$ cat config.mk
export PLATFORM = sky130hd
export DESIGN_NAME = pio_strobe_gen
export DESIGN_NICKNAME = d
export VERILOG_FILES = /design/src/rtl/pio_tim_pkg.sv /design/src/rtl/pio_timing_regs.sv /design/src/rtl/pio_cycle_seq.sv /design/src/rtl/pio_strobe_gen.sv
export SDC_FILE = /design/constraint.sdc
export NUM_CORES = 1
export LEC_CHECK = 0
export ABC_AREA = 1
export BUFFER_PORTS_ARGS = -buffer_cell sky130_fd_sc_hd__buf_4
export CAP_MARGIN = 20
export CORE_ASPECT_RATIO = 0.8
export CORE_MARGIN = 2
export CORE_UTILIZATION = 35
export CTS_CLUSTER_DIAMETER = 50
export DETAILED_ROUTE_END_ITERATION = 12
export PLACE_DENSITY_LB_ADDON = 0.2
export SLEW_MARGIN = 20
export SYNTH_ARGS = -nofsm -noshare
export SYNTH_HDL_FRONTEND = slang
export SYNTH_SLANG_ARGS = --single-unit
$ cat constraint.sdc
create_clock -name clk -period 1.57 [get_ports clk]
set_input_delay 0.314 -clock clk [delete_from_list [all_inputs] [get_ports clk]]
set_output_delay 0.314 -clock clk [all_outputs]
set_load 0.05 [all_outputs]
$ cat src/rtl/pio_tim_pkg.sv
package pio_tim_pkg;
    localparam int CHANNELS   = 2;
    localparam int NUM_DRIVES = CHANNELS * 2;
    localparam int DRV_W      = $clog2(NUM_DRIVES);
    localparam int ACT_W      = 3;
    localparam int REC_W      = 4;
    localparam int CNT_W      = 4;

    typedef enum logic [1:0] {PH_IDLE, PH_ACT, PH_REC} phase_e;

    typedef struct packed {
        logic [ACT_W-1:0] act;
        logic [REC_W-1:0] rec;
    } tcodes_t;

    typedef struct packed {
        logic [CNT_W-1:0] act_len;
        logic [CNT_W-1:0] rec_len;
        logic             is_read;
    } cyc_cfg_t;

    function automatic logic [CNT_W-1:0] act_clocks(input logic [ACT_W-1:0] c);
        case (c)
            3'd0:    return CNT_W'(8);
            3'd7:    return CNT_W'(12);
            default: return CNT_W'(c);
        endcase
    endfunction

    function automatic logic [CNT_W-1:0] rec_clocks(input logic [REC_W-1:0] c);
        case (c)
            4'd0:          return CNT_W'(12);
            4'd12:         return CNT_W'(13);
            4'd13:         return CNT_W'(14);
            4'd14, 4'd15:  return CNT_W'(15);
            default:       return CNT_W'(c);
        endcase
    endfunction
endpackage

$ cat src/rtl/pio_timing_regs.sv
module pio_timing_regs
    import pio_tim_pkg::*;
(
    input  logic             clk,
    input  logic             rst,
    input  logic             wr_en,
    input  logic             wr_sel,
    input  logic [DRV_W-1:0] wr_drive,
    input  logic [REC_W-1:0] wr_code,
    input  logic [DRV_W-1:0] rd_drive,
    output tcodes_t          rd_codes
);
    tcodes_t codes [NUM_DRIVES];

    always_ff @(posedge clk) begin
        if (rst) begin
            for (int d = 0; d < NUM_DRIVES; d++) codes[d] <= '0;
        end else if (wr_en) begin
            if (!wr_sel) codes[wr_drive].act <= wr_code[ACT_W-1:0];
            else         codes[wr_drive].rec <= wr_code;
        end
    end

    assign rd_codes = codes[rd_drive];


    act_store_chk: assert property (@(posedge clk) disable iff (rst)
        (wr_en && !wr_sel) |=> codes[$past(wr_drive)].act == $past(wr_code[ACT_W-1:0]));

    rec_store_chk: assert property (@(posedge clk) disable iff (rst)
        (wr_en && wr_sel) |=> codes[$past(wr_drive)].rec == $past(wr_code));
endmodule

$ cat src/rtl/pio_cycle_seq.sv
module pio_cycle_seq
    import pio_tim_pkg::*;
(
    input  logic     clk,
    input  logic     rst,
    input  logic     req,
    input  logic     iordy,
    input  cyc_cfg_t cfg,
    output logic     rd_strobe_n,
    output logic     wr_strobe_n,
    output logic     busy,
    output logic     done
);
    phase_e           phase;
    logic [CNT_W-1:0] cnt;
    logic [CNT_W-1:0] rec_hold;
    logic             is_rd;
    logic             done_q;

    always_ff @(posedge clk) begin
        if (rst) begin
            phase    <= PH_IDLE;
            cnt      <= '0;
            rec_hold <= '0;
            is_rd    <= 1'b0;
            done_q   <= 1'b0;
        end else begin
            done_q <= 1'b0;
            case (phase)
                PH_IDLE: if (req) begin
                    phase    <= PH_ACT;
                    cnt      <= cfg.act_len;
                    rec_hold <= cfg.rec_len;
                    is_rd    <= cfg.is_read;
                end
                PH_ACT: begin
                    if (cnt > CNT_W'(1)) cnt <= cnt - CNT_W'(1);
                    else if (iordy) begin
                        phase <= PH_REC;
                        cnt   <= rec_hold;
                    end
                end
                PH_REC: begin
                    if (cnt > CNT_W'(1)) cnt <= cnt - CNT_W'(1);
                    else begin
                        phase  <= PH_IDLE;
                        done_q <= 1'b1;
                    end
                end
                default: phase <= PH_IDLE;
            endcase
        end
    end

    assign rd_strobe_n = !(phase == PH_ACT && is_rd);
    assign wr_strobe_n = !(phase == PH_ACT && !is_rd);
    assign busy        = (phase != PH_IDLE);
    assign done        = done_q;


    reset_state_chk: assert property (@(posedge clk)
        rst |=> (rd_strobe_n && wr_strobe_n && !busy && !done));

    strobe_excl_chk: assert property (@(posedge clk) disable iff (rst)
        rd_strobe_n || wr_strobe_n);

    done_pulse_chk: assert property (@(posedge clk) disable iff (rst)
        done |=> !done);

    done_after_rec_chk: assert property (@(posedge clk) disable iff (rst)
        $rose(done) |-> $past(phase) == PH_REC);

    iordy_hold_chk: assert property (@(posedge clk) disable iff (rst)
        (phase == PH_ACT && cnt == CNT_W'(1) && !iordy) |=> phase == PH_ACT);

    dir_stable_chk: assert property (@(posedge clk) disable iff (rst)
        busy |=> (!busy || $stable(is_rd)));
endmodule

$ cat src/rtl/pio_strobe_gen.sv
module pio_strobe_gen
    import pio_tim_pkg::*;
(
    input  logic             clk,
    input  logic             rst,
    input  logic             wr_en,
    input  logic             wr_sel,
    input  logic [DRV_W-1:0] wr_drive,
    input  logic [REC_W-1:0] wr_code,
    input  logic             req,
    input  logic             req_chan,
    input  logic             req_unit,
    input  logic             rd_nwr,
    input  logic             iordy,
    output logic             rd_strobe_n,
    output logic             wr_strobe_n,
    output logic             busy,
    output logic             done
);
    logic [DRV_W-1:0] sel_drive;
    tcodes_t          sel_codes;
    cyc_cfg_t         cfg;

    assign sel_drive = {req_chan, req_unit};

    pio_timing_regs u_regs (
        .clk      (clk),
        .rst      (rst),
        .wr_en    (wr_en),
        .wr_sel   (wr_sel),
        .wr_drive (wr_drive),
        .wr_code  (wr_code),
        .rd_drive (sel_drive),
        .rd_codes (sel_codes)
    );

    always_comb begin
        cfg.act_len = act_clocks(sel_codes.act);
        cfg.rec_len = rec_clocks(sel_codes.rec);
        cfg.is_read = rd_nwr;
    end

    pio_cycle_seq u_seq (
        .clk         (clk),
        .rst         (rst),
        .req         (req),
        .iordy       (iordy),
        .cfg         (cfg),
        .rd_strobe_n (rd_strobe_n),
        .wr_strobe_n (wr_strobe_n),
        .busy        (busy),
        .done        (done)
    );
endmodule

# After elaboration in Yosys (flattened, before gate mapping)
# Memories as Yosys holds them, arrays and structs flattened.
# Cells that the tools add are included.
[totals] regBits=12 latch_bits=0 ram_bits=28 mem_bits_ro=0 input_bits=15 output_inout_bits=4 elab_cells=64 n_memories=1
[memory_table] name="u_regs.codes" depth=4 word_bits=7 rd=1 rd_clocked_by_memory_dff=0 write_ports=4 line="pio_timing_regs.sv:13" text="tcodes_t codes [NUM_DRIVES];"
[classes] add_sub_neg=1 multipliers=0 div_mod_pow=0 order_cmp=1 eq_ne=13 n_shift=0 n_mux=26 bitwise_logic=1 reduce_logical=16
[ops] op="equality test 4 bit, second input constant" n=4
[ops] op="two-way mux 4 bit" n=4
[ops] op="one-hot mux 4 bit (4 select lines)" n=1
[ops] op="two-way mux 2 bit" n=6
[ops] op="one-hot mux 4 bit (3 select lines)" n=1
[ops] op="two-way mux 1 bit" n=11
[ops] op="inequality test 2 bit, second input constant" n=4
[ops] op="one-hot mux 4 bit (2 select lines)" n=1
[ops] op="AND reduction 4 bit" n=2
[ops] op="two-way mux 7 bit" n=1
[ops] op="OR reduction 7 bit" n=1
[ops] op="one-hot mux 2 bit (3 select lines)" n=1
[ops] op="greater-than comparator 4 x 1 -> 1 bit, second input constant" n=1
[ops] op="zero test 4 bit" n=1
[ops] op="OR reduction 2 bit" n=2
[ops] op="subtractor 4 x 1 -> 4 bit, second input constant" n=1
[ops] op="equality test 3 bit, second input constant" n=1
[ops] op="zero test 1 bit" n=3
[ops] op="zero test 3 bit" n=1
[ops] op="inequality test 3 x 2 -> 1 bit, second input constant" n=1
[ops] op="nonzero test 3 bit" n=1
[ops] op="equality test 2 x 1 -> 1 bit, second input constant" n=1
[ops] op="equality test 2 bit, second input constant" n=1
[ops] op="logical AND 1 bit" n=2
[ops] op="5 further kinds" n=5

# Logic depth before layout (Yosys ltp)
[logic_depth] ltp_word=6 mapped_depth=12 depth_no_buf=12

# Hierarchy
# From an unflattened synthesis, not the netlist that was laid out.
[hier_totals] hier_cells=270 hier_area_um2=2249.7
[modules_own_cells] mod="pio_timing_regs" n_inst=1 cells_each=137 area_per_inst_um2=1406.3 seq_area_each_um2=840.8
[modules_own_cells] mod="pio_cycle_seq" n_inst=1 cells_each=115 area_per_inst_um2=754.5 seq_area_each_um2=240.2
[modules_own_cells] mod="pio_strobe_gen" n_inst=1 cells_each=18 area_per_inst_um2=88.8 seq_area_each_um2=0.0

# Least setup slack after synthesis
# No wires, ideal clock.
[synth_path] path_kind="reg2out" from="register u_seq.phase[1]" to="output port wr_strobe_n" arrival_time_ns=1.137 required_ns=1.256 slack_ns=0.119 path_stages_with_launch=5 path_buffers=0 path_cell_list="dfxtp_1 inv_1 ha_1 inv_1 or2_2"
[synth_via] elab_chain_cells=3
[synth_lines] element="start: declaration" line="pio_cycle_seq.sv:14" text="phase_e phase;"
[synth_lines] element="start signal: assignment" line="pio_cycle_seq.sv:22" text="phase <= PH_IDLE;"
[synth_lines] element="start signal: assignment" line="pio_cycle_seq.sv:31" text="phase <= PH_ACT;"
[synth_lines] element="start signal: assignment" line="pio_cycle_seq.sv:39" text="phase <= PH_REC;"
[synth_lines] element="equality test 2 x 1 -> 1 bit" line="pio_cycle_seq.sv:56" text="assign wr_strobe_n = !(phase == PH_ACT && !is_rd);"
[synth_lines] element="logical AND 1 bit" line="pio_cycle_seq.sv:56"
[synth_lines] element="zero test 1 bit" line="pio_cycle_seq.sv:56"
[synth_lines] element="end: declaration" line="pio_strobe_gen.sv:16" text="output logic wr_strobe_n,"
# Every way passes these cells.

# Worst setup path after layout
# Same ends and word-level chain as after synthesis.

==> impl_metrics.py <==
metrics = {
    "logic_synthesis": {
        "synth_top_family_by_area": "simple AND/OR/NAND/NOR gates",
        "synthXorXnorAreaFrac": 0.00390,
        "ys_warn_count": 0,
        "syn-num-nets": 305,
        "synth_top_area_share": 0.375,
        "synth_cell_types": 24,
        "ys_seq_elements": 40,
        "yosysTopAreaCell": "edfxtp_1",
        "synth_seq_area_share": 0.482,
        "synth_flop_cell": "edfxtp_1",
        "synth_area_sq_um": 2240,
        "synth_edf_count": 28,
        "synth_area_per_cell_sq_um": 7.93,
        "synth.area.top_cells": "edfxtp_1, nand2_1, dfxtp_1",
        "synthSimpleGateAreaFrac": 0.326,
        "synthAdderAreaFrac": 0.0390,
        "synth_most_common_cell": "nand2_1",
        "synth_compound_area_frac": 0.0624,
        "async_reset_ff_frac": 0,
        "synth_mux_area_frac": 0,
        "syn_inst": 283,
        "synth_common_cells": "nand2_1, nor2_1, inv_1",
    },
    "clock_network": {
        "cts_root_buf": "clkbuf_8",
        "cts_max_level": 2,
        "cts_tree": "done",
        "clk_pin_slew_ns": 0.08,
        "cts_made_buffers": 5,
        "numClockSinks": 40,
        "cts_hold_buf": 0,
        "cts_buffer_depth": 2,
        "clkLatencyLatePin_ns": 0.29,
    },
    "place": {
        "gp_congestion": 0.819,
        "io_buffers": 18,
        "placed_area_sq_um": 2490,
        "dp.cells": 388,
        "dp_hpwl_um": 3630,
    },
    "critical_path": {
        "r2r_slack_ns": 0.14,
        "reg2reg_depth": 10,
        "r2r_end": "u_seq.cnt[3]",
        "endpoint_kind": "output pin",
        "start_kind": "flop",
        "r2r-start": "u_seq.cnt[0]",
        "crit_type": "reg -> out",
        "arrival_ns": 1.25,
        "worstPathRequired_ns": 1.26,
        "critPathMaxFanout": 2,
    },
    "power": {
        "seq_power_share": 0.383,
        "switching_share": 0.390,
        "vdd_drop_max_v": 0.000455,
        "total_power_mw": 3.61,
        "p_switching_mw": 1.41,
        "power_density_nw_per_um2": 1340,
        "p_comb_frac": 0.425,
        "leakagePower_nw": 1.22,
        "intPower_mw": 2.20,
        "clkPwrFrac": 0.192,
    },
    "sta": {
        "whs_ns": 0.267,
        "tightest_slew_ns": 0.375,
        "timing.fmax_mhz": 640,
        "hold_viol": 0,
        "rsz0062_at_grt": "yes",
        "slew_headroom": 0.749,
        "min_period_ns": 1.56,
        "post-route-period-util": 0.995,
        "slew_violations": 0,
        "setup_viol": 0,
        "skew_ns": 0.00461,
    },
    "routing": {
        "wire_per_inst_um": 12.6,
        "routed_wl_um": 5040,
        "firstDrtPassIters": 4,
        "detail_route.vias_per_cell": 4.63,
        "ant_nets": 0,
        "drt-initial-drc-count": 221,
        "vias": 1851,
        "drcViolationCount": 0,
    },
    "finish": {
        "layout-drive-gt1-share": 0.225,
        "syn_to_final_growth_pct": 20.1,
        "layout.nets": 337,
        "layout.cells.non_filler": 400,
        "design_area_sq_um": 2700,
        "antenna_cells": 0,
    },
    "floorplan": {
        "num_rows": 26,
        "initial_core_util": 0.358,
        "coreArea_sq_um": 6280,
        "die_width_um": 93.5,
        "die_y_um": 75.6,
        "io_pins": 19,
        "dieArea_sq_um": 7070,
    },
    "global_routing": {
        "grt_max_degree": 19,
        "antenna_found_initial": 0,
        "grt_pass1_wl_um": 7870,
        "grt_use_total": 0.149,
        "grt_pass1_vias": 1680,
        "overflow": 0,
    },
    "outcome": {
        "outcome": "completed",
    },
    "job": {
        "cap_violations": 0,
    },
    "min_path": {
        "min_to": "u_seq.is_rd",
        "worstHoldStart": "rd_nwr",
        "hold_class": "in -> reg",
        "hold_depth": 3,
    },
}
[layer usage]
metal,up-vias,share of wire,track usage
met3,6,0.050,0.0297
li1,979,-,-
met5,-,0,0
met4,0,0.010,0.0628
met2,33,0.45,0.225
met1,833,0.49,0.212
[cell usage in the layout (no fill, tap or decap), types with 2 or more instances in the layout]
cell,instances
inv_1,31
dfxtp_1,8
clkinv_2,2
ha_4,2
ha_1,4
a21oi_1,12
clkbuf_8,5
buf_8,3
nor2_2,2
nor2_4,2
inv_2,2
buf_4,27
nand2_2,9
inv_4,3
nor2_1,36
dfxtp_2,4
nand3_1,29
edfxtp_1,28
o21ai_0,9
nand2_1,78
nand3_2,4
a31oi_1,2
nand4_1,3
[how the worst max path moves through the flow]
stage,start,end,depth (start not counted)
after global routing,u_seq.phase[1],wr_strobe_n,5
final,u_seq.phase[1],wr_strobe_n,5
after detailed placement,u_seq.cnt[1],u_seq.cnt[3],11
after floorplan,u_seq.phase[1],wr_strobe_n,4
after CTS,u_seq.phase[1],wr_strobe_n,5
after global placement,u_seq.cnt[0],u_seq.cnt[3],11
[power groups by stage]
stage / sequential (mW) / clock (mW) / combinational, mW
5_1_grt: 1.40 / 0.753 / 1.71
3_3_place_gp: 1.38 / 0 / 1.26
4_1_cts: 1.38 / 0.708 / 1.36
3_5_place_dp: 1.39 / 0 / 1.26
2_1_floorplan: 1.38 / 0 / 0.945
6_report: 1.38 / 0.692 / 1.53
[sequential cells by signal (all words and copies together), names as in the netlist]
name            cells
u_regs.codes       28
u_seq.is_rd         1
u_seq.rec_hold      4
u_seq.done          1
u_seq.cnt           4
u_seq.phase         2
[timing repair]
item,CTS,global route
resized for setup,13,18
pin swaps,0,2
setup endpoints to repair,4,9
setup buffers,3,1
gates cloned,0,0
[kinds of logic (layout without fill, tap and decap cells)]
logic type	count (synthesis)	count (layout)
AND/OR/NAND/NOR	166	166
flip-flops	40	40
adder cells (fa/ha/maj)	7	7
XOR/XNOR	1	1
AO/OA/AOI/OAI	27	27
buffers and inverters	42	75
[worst max-delay path, stage by stage, from the launching register on]
cell and delay, ns:
dfxtp_2 0.34, inv_4 0.06, ha_4 0.15, inv_4 0.03, or2_4 0.22, buf_8 0.15
[final cells by class]
cell class / count / area [sq um]
clock buffer: 5 / 68.8
clock inverter: 3 / 17.5
fill: 633 / 3580
inverter: 37 / 148
multi-input combinational: 201 / 1020
sequential: 40 / 1090
tap: 84 / 105
timing repair buffer: 30 / 248
[per-stage QoR]
step	setup TNS (ns)	util	worst slack, ns
after global routing	-0.0738	0.429	-0.0250
after CTS	0	0.419	0.00124
after detailed placement	-0.0259	0.397	-0.0259
final	0	0.429	0.00727
after floorplan	0	-	0.119
after global placement	-0.0871	0.397	-0.0871
Power figures use the tool's default switching activity.
